[config.mk]
export PLATFORM = sky130hd
export DESIGN_NAME = wake_timer
export DESIGN_NICKNAME = d
export VERILOG_FILES = /design/src/rtl/wt_pkg.sv /design/src/rtl/wt_prescaler.sv /design/src/rtl/wt_reload_counter.sv /design/src/rtl/wake_timer.sv
export SDC_FILE = /design/constraint.sdc
export NUM_CORES = 1
export LEC_CHECK = 0
export ABC_AREA = 1
export CORE_ASPECT_RATIO = 0.7
export CORE_MARGIN = 1.5
export CORE_UTILIZATION = 48
export CTS_CLUSTER_DIAMETER = 80
export DETAILED_ROUTE_END_ITERATION = 10
export PLACE_DENSITY = 0.82
export SETUP_SLACK_MARGIN = 0.1
export SYNTH_ARGS = -nofsm -noshare
export SYNTH_HDL_FRONTEND = slang
export SYNTH_SLANG_ARGS = --single-unit
export TNS_END_PERCENT = 100
[constraint.sdc]
create_clock -name clk -period 6.15 [get_ports clk]
set_input_delay 1.23 -clock clk [delete_from_list [all_inputs] [get_ports clk]]
set_output_delay 1.23 -clock clk [all_outputs]
set_load 0.005 [all_outputs]
[src/rtl/wt_pkg.sv]
`timescale 1ns/1ps
package wt_pkg;
    localparam int WT_STAGES = 15;
    localparam int WT_CNT_W  = 6;
    localparam int WT_NSRC   = 6;
    localparam int WT_SEL_W  = 3;
    localparam int WT_TAP_W  = 4;
    localparam int WT_LO_W   = 2;
endpackage

[src/rtl/wt_prescaler.sv]
`timescale 1ns/1ps
module wt_prescaler #(
    parameter int STAGES = wt_pkg::WT_STAGES,
    parameter int NSRC   = wt_pkg::WT_NSRC,
    parameter int SEL_W  = wt_pkg::WT_SEL_W,
    parameter int TAP_W  = wt_pkg::WT_TAP_W
) (
    input  logic             clk,
    input  logic             rst_n,
    input  logic             run,
    input  logic [NSRC-1:0]  src_stb,
    input  logic [SEL_W-1:0] src_sel,
    input  logic [TAP_W-1:0] tap_sel,
    output logic             tick
);
    typedef struct packed {
        logic [STAGES-1:0] pre;
    } pre_s;

    pre_s              st_d, st_q;
    logic              src_act;
    logic [STAGES-1:0] stg;

    // source selection: codes past NSRC select nothing
    always_comb begin
        src_act = 1'b0;
        for (int i = 0; i < NSRC; i++) begin
            if (src_sel == SEL_W'(i)) src_act = src_stb[i];
        end
    end

    // stage k completes a period when bits k..0 are all ones
    for (genvar k = 0; k < STAGES; k++) begin : g_stage
        assign stg[k] = src_act & (&st_q.pre[k:0]);
    end

    // tap code c selects stage STAGES-1-c; codes beyond use the raw strobe
    always_comb begin
        tick = src_act;
        for (int k = 0; k < STAGES; k++) begin
            if (tap_sel == TAP_W'(STAGES - 1 - k)) tick = stg[k];
        end
    end

    always_comb begin
        st_d = st_q;
        if (!run)         st_d.pre = '0;
        else if (src_act) st_d.pre = st_q.pre + 1'b1;
    end

    always_ff @(posedge clk or negedge rst_n) begin
        if (!rst_n) st_q <= '0;
        else        st_q <= st_d;
    end

    AST_PRE_CLEARED: assert property (@(posedge clk) disable iff (!rst_n)
        !run |=> st_q.pre == '0) else $error("prescaler not cleared");
    AST_PRE_IDLE: assert property (@(posedge clk) disable iff (!rst_n)
        (run && !src_act) |=> $stable(st_q.pre)) else $error("prescaler moved without strobe");
endmodule

[src/rtl/wt_reload_counter.sv]
`timescale 1ns/1ps
module wt_reload_counter #(
    parameter int CNT_W = wt_pkg::WT_CNT_W
) (
    input  logic             clk,
    input  logic             rst_n,
    input  logic             run,
    input  logic             tick,
    input  logic             ld,
    input  logic [CNT_W-1:0] ld_val,
    input  logic [CNT_W-1:0] reload,
    input  logic             flag_clr,
    output logic [CNT_W-1:0] cnt,
    output logic             flag,
    output logic             tog
);
    localparam logic [CNT_W-1:0] CNT_MAX = {CNT_W{1'b1}};

    typedef struct packed {
        logic [CNT_W-1:0] cnt;
        logic             flag;
        logic             tog;
    } cnt_s;

    cnt_s st_d, st_q;
    logic step;
    logic wrap;

    assign step = run & tick & ~ld;
    assign wrap = step & (st_q.cnt == CNT_MAX);

    always_comb begin
        st_d = st_q;
        if (ld)        st_d.cnt = ld_val;
        else if (wrap) st_d.cnt = reload;
        else if (step) st_d.cnt = st_q.cnt + 1'b1;
        if (wrap)          st_d.flag = 1'b1;
        else if (flag_clr) st_d.flag = 1'b0;
        if (wrap) st_d.tog = ~st_q.tog;
    end

    always_ff @(posedge clk or negedge rst_n) begin
        if (!rst_n) st_q <= '0;
        else        st_q <= st_d;
    end

    assign cnt  = st_q.cnt;
    assign flag = st_q.flag;
    assign tog  = st_q.tog;

    AST_RELOAD_ON_WRAP: assert property (@(posedge clk) disable iff (!rst_n)
        (run && tick && !ld && cnt == CNT_MAX) |=> cnt == $past(reload)) else $error("no reload");
    AST_FLAG_ON_WRAP: assert property (@(posedge clk) disable iff (!rst_n)
        (run && tick && !ld && cnt == CNT_MAX) |=> flag) else $error("flag not set");
    AST_FLAG_CLEARS: assert property (@(posedge clk) disable iff (!rst_n)
        (flag_clr && !(run && tick && !ld && cnt == CNT_MAX)) |=> !flag) else $error("flag not cleared");
    AST_HOLD_WHEN_OFF: assert property (@(posedge clk) disable iff (!rst_n)
        (!run && !ld) |=> $stable(cnt)) else $error("count moved while stopped");
    AST_TOGGLE_ON_WRAP: assert property (@(posedge clk) disable iff (!rst_n)
        (run && tick && !ld && cnt == CNT_MAX) |=> tog != $past(tog)) else $error("no toggle");
endmodule

[src/rtl/wake_timer.sv]
`timescale 1ns/1ps
module wake_timer #(
    parameter int STAGES = wt_pkg::WT_STAGES,
    parameter int CNT_W  = wt_pkg::WT_CNT_W,
    parameter int NSRC   = wt_pkg::WT_NSRC,
    parameter int SEL_W  = wt_pkg::WT_SEL_W,
    parameter int TAP_W  = wt_pkg::WT_TAP_W,
    parameter int LO_W   = wt_pkg::WT_LO_W,
    localparam int HI_W  = TAP_W - LO_W,
    localparam int REG_W = CNT_W + 2
) (
    input  logic             clk,
    input  logic             rst_n,
    input  logic [NSRC-1:0]  src_stb,
    input  logic [SEL_W-1:0] src_sel,
    input  logic [LO_W-1:0]  tap_lo,
    input  logic             ctl_wr,
    input  logic [REG_W-1:0] ctl_wdata,
    output logic [REG_W-1:0] ctl_rdata,
    input  logic             tm_wr,
    input  logic [REG_W-1:0] tm_wdata,
    output logic [REG_W-1:0] tm_rdata,
    input  logic             flag_wr,
    input  logic             flag_wdata,
    input  logic             irq_en,
    output logic             ovf_flag,
    output logic             irq,
    output logic             clk_out
);
    typedef struct packed {
        logic             en;
        logic             oe;
        logic [CNT_W-1:0] reload;
        logic [HI_W-1:0]  tap_hi;
    } regs_s;

    regs_s            rg_d, rg_q;
    logic             tick;
    logic             ld;
    logic             flag_clr;
    logic [CNT_W-1:0] cnt;
    logic             tog;

    assign ld       = tm_wr & ~rg_q.en;
    assign flag_clr = flag_wr & ~flag_wdata;

    always_comb begin
        rg_d = rg_q;
        if (ctl_wr) begin
            rg_d.en     = ctl_wdata[REG_W-1];
            rg_d.oe     = ctl_wdata[REG_W-2];
            rg_d.reload = ctl_wdata[CNT_W-1:0];
        end
        if (ld) rg_d.tap_hi = tm_wdata[REG_W-1 -: HI_W];
    end

    always_ff @(posedge clk or negedge rst_n) begin
        if (!rst_n) begin
            rg_q        <= '0;
            rg_q.reload <= {CNT_W{1'b1}};
        end else begin
            rg_q <= rg_d;
        end
    end

    wt_prescaler #(
        .STAGES(STAGES), .NSRC(NSRC), .SEL_W(SEL_W), .TAP_W(TAP_W)
    ) u_pre (
        .clk     (clk),
        .rst_n   (rst_n),
        .run     (rg_q.en),
        .src_stb (src_stb),
        .src_sel (src_sel),
        .tap_sel ({rg_q.tap_hi, tap_lo}),
        .tick    (tick)
    );

    wt_reload_counter #(.CNT_W(CNT_W)) u_cnt (
        .clk      (clk),
        .rst_n    (rst_n),
        .run      (rg_q.en),
        .tick     (tick),
        .ld       (ld),
        .ld_val   (tm_wdata[CNT_W-1:0]),
        .reload   (rg_q.reload),
        .flag_clr (flag_clr),
        .cnt      (cnt),
        .flag     (ovf_flag),
        .tog      (tog)
    );

    assign ctl_rdata = {rg_q.en, rg_q.oe, rg_q.reload};
    assign tm_rdata  = {rg_q.tap_hi, cnt};
    assign irq       = ovf_flag & irq_en;
    assign clk_out   = rg_q.oe & tog;

    AST_TM_LOCKED: assert property (@(posedge clk) disable iff (!rst_n)
        rg_q.en |=> $stable(rg_q.tap_hi)) else $error("tap bits written while running");
    AST_CTL_READBACK: assert property (@(posedge clk) disable iff (!rst_n)
        ctl_wr |=> ctl_rdata == $past(ctl_wdata)) else $error("control readback");
    AST_PIN_GATED: assert property (@(posedge clk) disable iff (!rst_n)
        !rg_q.oe |-> !clk_out) else $error("clock-out not gated");
endmodule

; ---- After elaboration in Yosys (flattened, before gate mapping)
; Index checks and enable logic that the tools add are counted.
[classes]
reduce_logical = 18
eq_ne = 21
n_addsub = 2
n_mux = 28
bitwise_logic = 26
[ops]
columns = op, n
row1 = $mux 15, 2
row2 = $eq 4x4->1 const B, 7
row3 = $mux 1, 23
row4 = $and 1x1->1, 22
row5 = $mux 6, 3
row6 = $eq 4x3->1 const B, 4
row7 = $add 15x1->15 const B, 1
row8 = $reduce_and 15->1, 1
row9 = $reduce_and 14->1, 1
row10 = $reduce_and 13->1, 1
row11 = $reduce_and 12->1, 1
row12 = $reduce_and 11->1, 1
row13 = $reduce_and 10->1, 1
row14 = $reduce_and 9->1, 1
row15 = $eq 4x2->1 const B, 2
row16 = $reduce_and 8->1, 1
row17 = $reduce_and 7->1, 1
row18 = $add 6x1->6 const B, 1
row19 = $eq 3x2->1 const B, 2
row20 = $eq 3x3->1 const B, 2
row21 = $eq 6x6->1 const B, 1
row22 = $reduce_and 6->1, 1
row23 = $reduce_and 5->1, 1
row24 = $eq 4x1->1 const B, 1
row25 = other kinds (10), 13
[word_totals]
out_inout_bits = 19
elab_cells = 103
ff_bits = 33
inputBits = 34

; ---- Depth between registers and ports, before layout
[logic_depth]
word_depth = 28
mapped_depth = 21
ltp_nobuf = 21

; ---- By module
; A second synthesis with hierarchy kept.
[unflattened]
hier_cells = 305
hier_area_um2 = 2203.4
[by_module_without_submodules]
columns = mod, cells_per_inst, area_per_inst_um2, seq_area_each_um2, n_inst
row1 = wt_prescaler, 176, 1231.2, 375.4, 1
row2 = wt_reload_counter, 80, 548.0, 200.2, 1
row3 = wake_timer, 49, 424.2, 257.7, 1

; ---- Least setup slack after synthesis
; OpenSTA, ideal clock, no wires.
[synth_timing]
path_kind = input to register
start = input tap_lo[1]
end = register u_cnt.st_q (netlist bit u_cnt.cnt[1])
path_buffers = 1
required_time_ps = 6034
setup_time_ps = 116
arrival_time_ps = 2513
slack_ps = 3520
path_stages = 19
cell_sequence = buf_2 > inv_1 > nand2_2 > nor3_1 > a21boi_1 > nand2_1 > nand2_1 > nand2_1 > nand2_1 > nand2_1 > nand2_1 > nand2_1 > nand2_4 > nand2_4 > nand2_4 > inv_4 > nor2_2 > nand2_1 > nand2_1
[synth_via]
elab_chain_len = 21
word_cells_on_any_way = 36
classes_between = 14 x eq/ne / 17 x mux / 3 x bitwise / 2 x reduce/logical
[synth_lines]
columns = item, line
row1 = start: declaration, wake_timer.sv:16  ; input logic [LO_W-1:0] tap_lo,
row2 = $eq 4x4->1, wt_prescaler.sv:41  ; if (tap_sel == TAP_W'(STAGES - 1 - k)) tick = stg[k];
row3 = $mux 1 (14 in series), wt_prescaler.sv:41
row4 = $mux 1 (*), wt_prescaler.sv:41
row5 = $and 1x1->1 (*) (2 in series), wt_reload_counter.sv:29  ; assign step = run & tick & ~ld;
row6 = $and 1x1->1, wt_reload_counter.sv:30  ; assign wrap = step & (st_q.cnt == CNT_MAX);
row7 = $mux 6, wt_reload_counter.sv:35  ; else if (wrap) st_d.cnt = reload;
row8 = $mux 6, wt_reload_counter.sv:34  ; if (ld) st_d.cnt = ld_val;
row9 = end signal: assignment, wt_reload_counter.sv:44  ; else st_q <= st_d;
row10 = end: declaration, wt_reload_counter.sv:25  ; cnt_s st_d, st_q;
; Every way passes the cells marked *; elsewhere a longest branch is shown, timed or not.
; A chain may end at the register's enable or synchronous reset.

; ---- Final worst setup path
[layout_timing]
start = input irq_en
end = output irq
[layout_via]
elab_chain_len = 1
[layout_lines]
columns = item, line
row1 = start: declaration, wake_timer.sv:25  ; input logic irq_en,
row2 = $and 1x1->1, wake_timer.sv:94  ; assign irq = ovf_flag & irq_en;
row3 = end: declaration, wake_timer.sv:27  ; output logic irq,
; Every way passes these cells.

==> results.cfg <==
[outcome]
status = completed

[die]
initial_core_util = 0.502
fp.coreArea_um2 = 4380
die_y_um = 59.6
die_w_um = 83.9
io_pins = 53
die-area_um2 = 5000
row_count = 20

[cts]
cts_sinks = 33
clockBufferDepth = 2
insertion_delay_ns = 0.30
numCtsBuffers = 5
cts_resized = 0
clk_pin_slew_worst_paths_ns = 0.08
clockRootBuffer = clkbuf_8
cts_setup_buffers = 0
cts_hold_buf = 0
tritoncts = done
ctsHtreeMaxLevel = 2

[critical_path]
crit_required_ns = 4.92
worstPathArrival_ns = 2.27
crit_fanout = 1
crit_path_frequent_cell = clkdlybuf4s50_1
critical-path-top-delay-family = buffers and inverters
path_cells = clkdlybuf4s50_1, nand2_1, inv_1, clkdlybuf4s50_1
cp-end-kind = primary output
crit_slowest_cell = clkdlybuf4s50_1
crit_buf_inv = 3
crit_type = primary input to primary output
critPathMaxStageDelay_ns = 0.49
worstSetupStartpointType = primary input

[timing]
max_freq_mhz = 286
max_slew_margin = 0.637
tns_ns = 0
finalSetupViolCount = 0
maxSlewViolCount = 0
hold_viol_final = 0
fin_skew_ns = 0.00806
worst_pin_slew_ns = 0.543
post-route-period-util = 0.569
grt_setup_unrepaired = no
fin_crit_ns = 3.50
fin_hold_ws_ns = 0.478

[power]
power_w = 0.000747
ir_worst_vdd_mv = 0.216
power.leakage_nw = 1.32
powerDensity_nw_per_um2 = 260

[global_routing]
grt_max_degree = 34
grt_pass1_wl_um = 8340
grt_pass1_vias = 1810
antenna_found_initial = 0
track_usage = 0.218
gr-total-overflow = 0

[logic_synthesis]
synth_commonest_cells = 63 x nand2_1, 34 x inv_1, 28 x nor2_1
synth_top_family_by_area = simple AND/OR/NAND/NOR gates
netlist_area_um2 = 2200
ys_types = 40
synth_xor_area_frac = 0.0199
avgSynthCellArea_um2 = 7.71
synthTopCellsByArea = dfrtp_1 31%, nand2_1 11%, dfstp_2 7.2%
synth_edf_count = 0
yosys.area_share.simple = 0.345
yosysSeqAreaShare = 0.379
async_flop_share = 1.00
syn_nets = 324
synth_top_area_frac = 0.307
synthMostInstantiatedCell = nand2_1
ys.warnings.count = 0
yosys.area.top_type = dfrtp_1
syn_inst = 285
synth-compound-area-share = 0.105
synthFlopType = dfrtp_1
synth_fa_ha_area_frac = 0.0285
synthMuxAreaShare = 0.0296
synth_seq_cells = 33

[detailed_routing]
drcViolationCount = 0
drt-vias-per-instance = 5.00
vias = 1976
postRouteAntennaNets = 0
dr.pass1.iters = 4
wl_per_cell_um = 12.5
routed_wl_um = 4940
drt-initial-drc-count = 105

[placement]
gp_congestion = 0.852
port_buffers = 52
dp_hpwl_um = 3800
dpl.cell_count = 387

[cells_and_area]
fill_cells = 363
diodes = 0
drive_above_1_share = 0.165
nets = 378
fin_cells = 395
syn2layout_area_growth_pct = 30.6

[run]
cap_viol_max_count = 0

[min_path]
min_path_type = flip-flop to flip-flop
[where the power goes]
group	internal (W)	leakage [nW]	total [W]	switching [W]
Clock	0.000121	0.0543	0.000211	0.0000902
Sequential	0.000253	0.417	0.000297	0.0000440
Combinational	0.000128	0.854	0.000238	0.000110
[metrics by stage]
stage	worst slack (ns)	utilization	cell area (um^2)
after floorplan	3.52	-	2200
after global placement	2.67	0.629	2760
after detailed placement	2.63	0.629	2760
after CTS	2.63	0.656	2870
after global routing	2.62	0.656	2870
final	2.65	0.656	2870
[registers in the layout (all words and copies together), names as in the netlist]
name	cells
ctl_rdata	8
tm_rdata	2
u_cnt.flag	1
u_pre.st_q	15
u_cnt.tog	1
u_cnt.cnt	6
[cell usage in the layout (no fill, tap or decap), types with 3 or more instances in the layout]
cell             Yosys  layout
nand3_4              3       3
inv_1               34      34
o21ai_0             19      19
mux2_2               4       4
nor2_2               9       9
nand3_1             22      22
dfstp_2              6       6
nand2_1             63      63
nand2_4              5       5
inv_2                6       6
a21oi_1             10      10
xnor2_1              3       3
nand2_2              4       4
ha_1                 5       5
clkbuf_8             0       5
dfrtp_1             27      27
clkdlybuf4s50_1      0      52
nor2_1              28      28
nand4_1              7       7
[final cells by class]
class	count	area, um^2	share of cell area
clock buffer	5	68.8	0.0240
clock inverter	3	46.3	0.0161
inverter	42	165	0.0575
multi-input combinational	204	1160	0.404
sequential	33	833	0.290
tap	55	68.8	0.0240
timing repair buffer	53	528	0.184
[cells by family (layout without fill, tap and decap cells)]
family / after synthesis / in the layout
xor+xnor: 5 / 5
mux: 6 / 6
buf+inv: 48 / 103
fa+ha+maj: 5 / 5
compound gates: 38 / 38
flops: 33 / 33
simple gates: 150 / 150
[per-layer routing]
metal	wire, um	track usage	vias up
li1	-	-	1022
met4	59	0.0632	0
met2	2120	0.328	50
met5	0	0	-
met1	2480	0.301	897
met3	277	0.0724	7
[final timing paths]
path	from	end	slack, ns	cells past startpoint
hold reg to reg	u_cnt.tog	u_cnt.tog	0.48	1
min in group asynchronous	rst_n	u_pre.st_q[4]	1.33	2
max in group asynchronous	rst_n	ctl_rdata[2]	4.48	2
setup reg to reg	u_pre.st_q[0]	u_cnt.cnt[1]	3.72	19
setup / recovery	irq_en	irq	2.65	4
hold / removal	u_cnt.tog	u_cnt.tog	0.48	1
(Power assumes the default switching activity.)
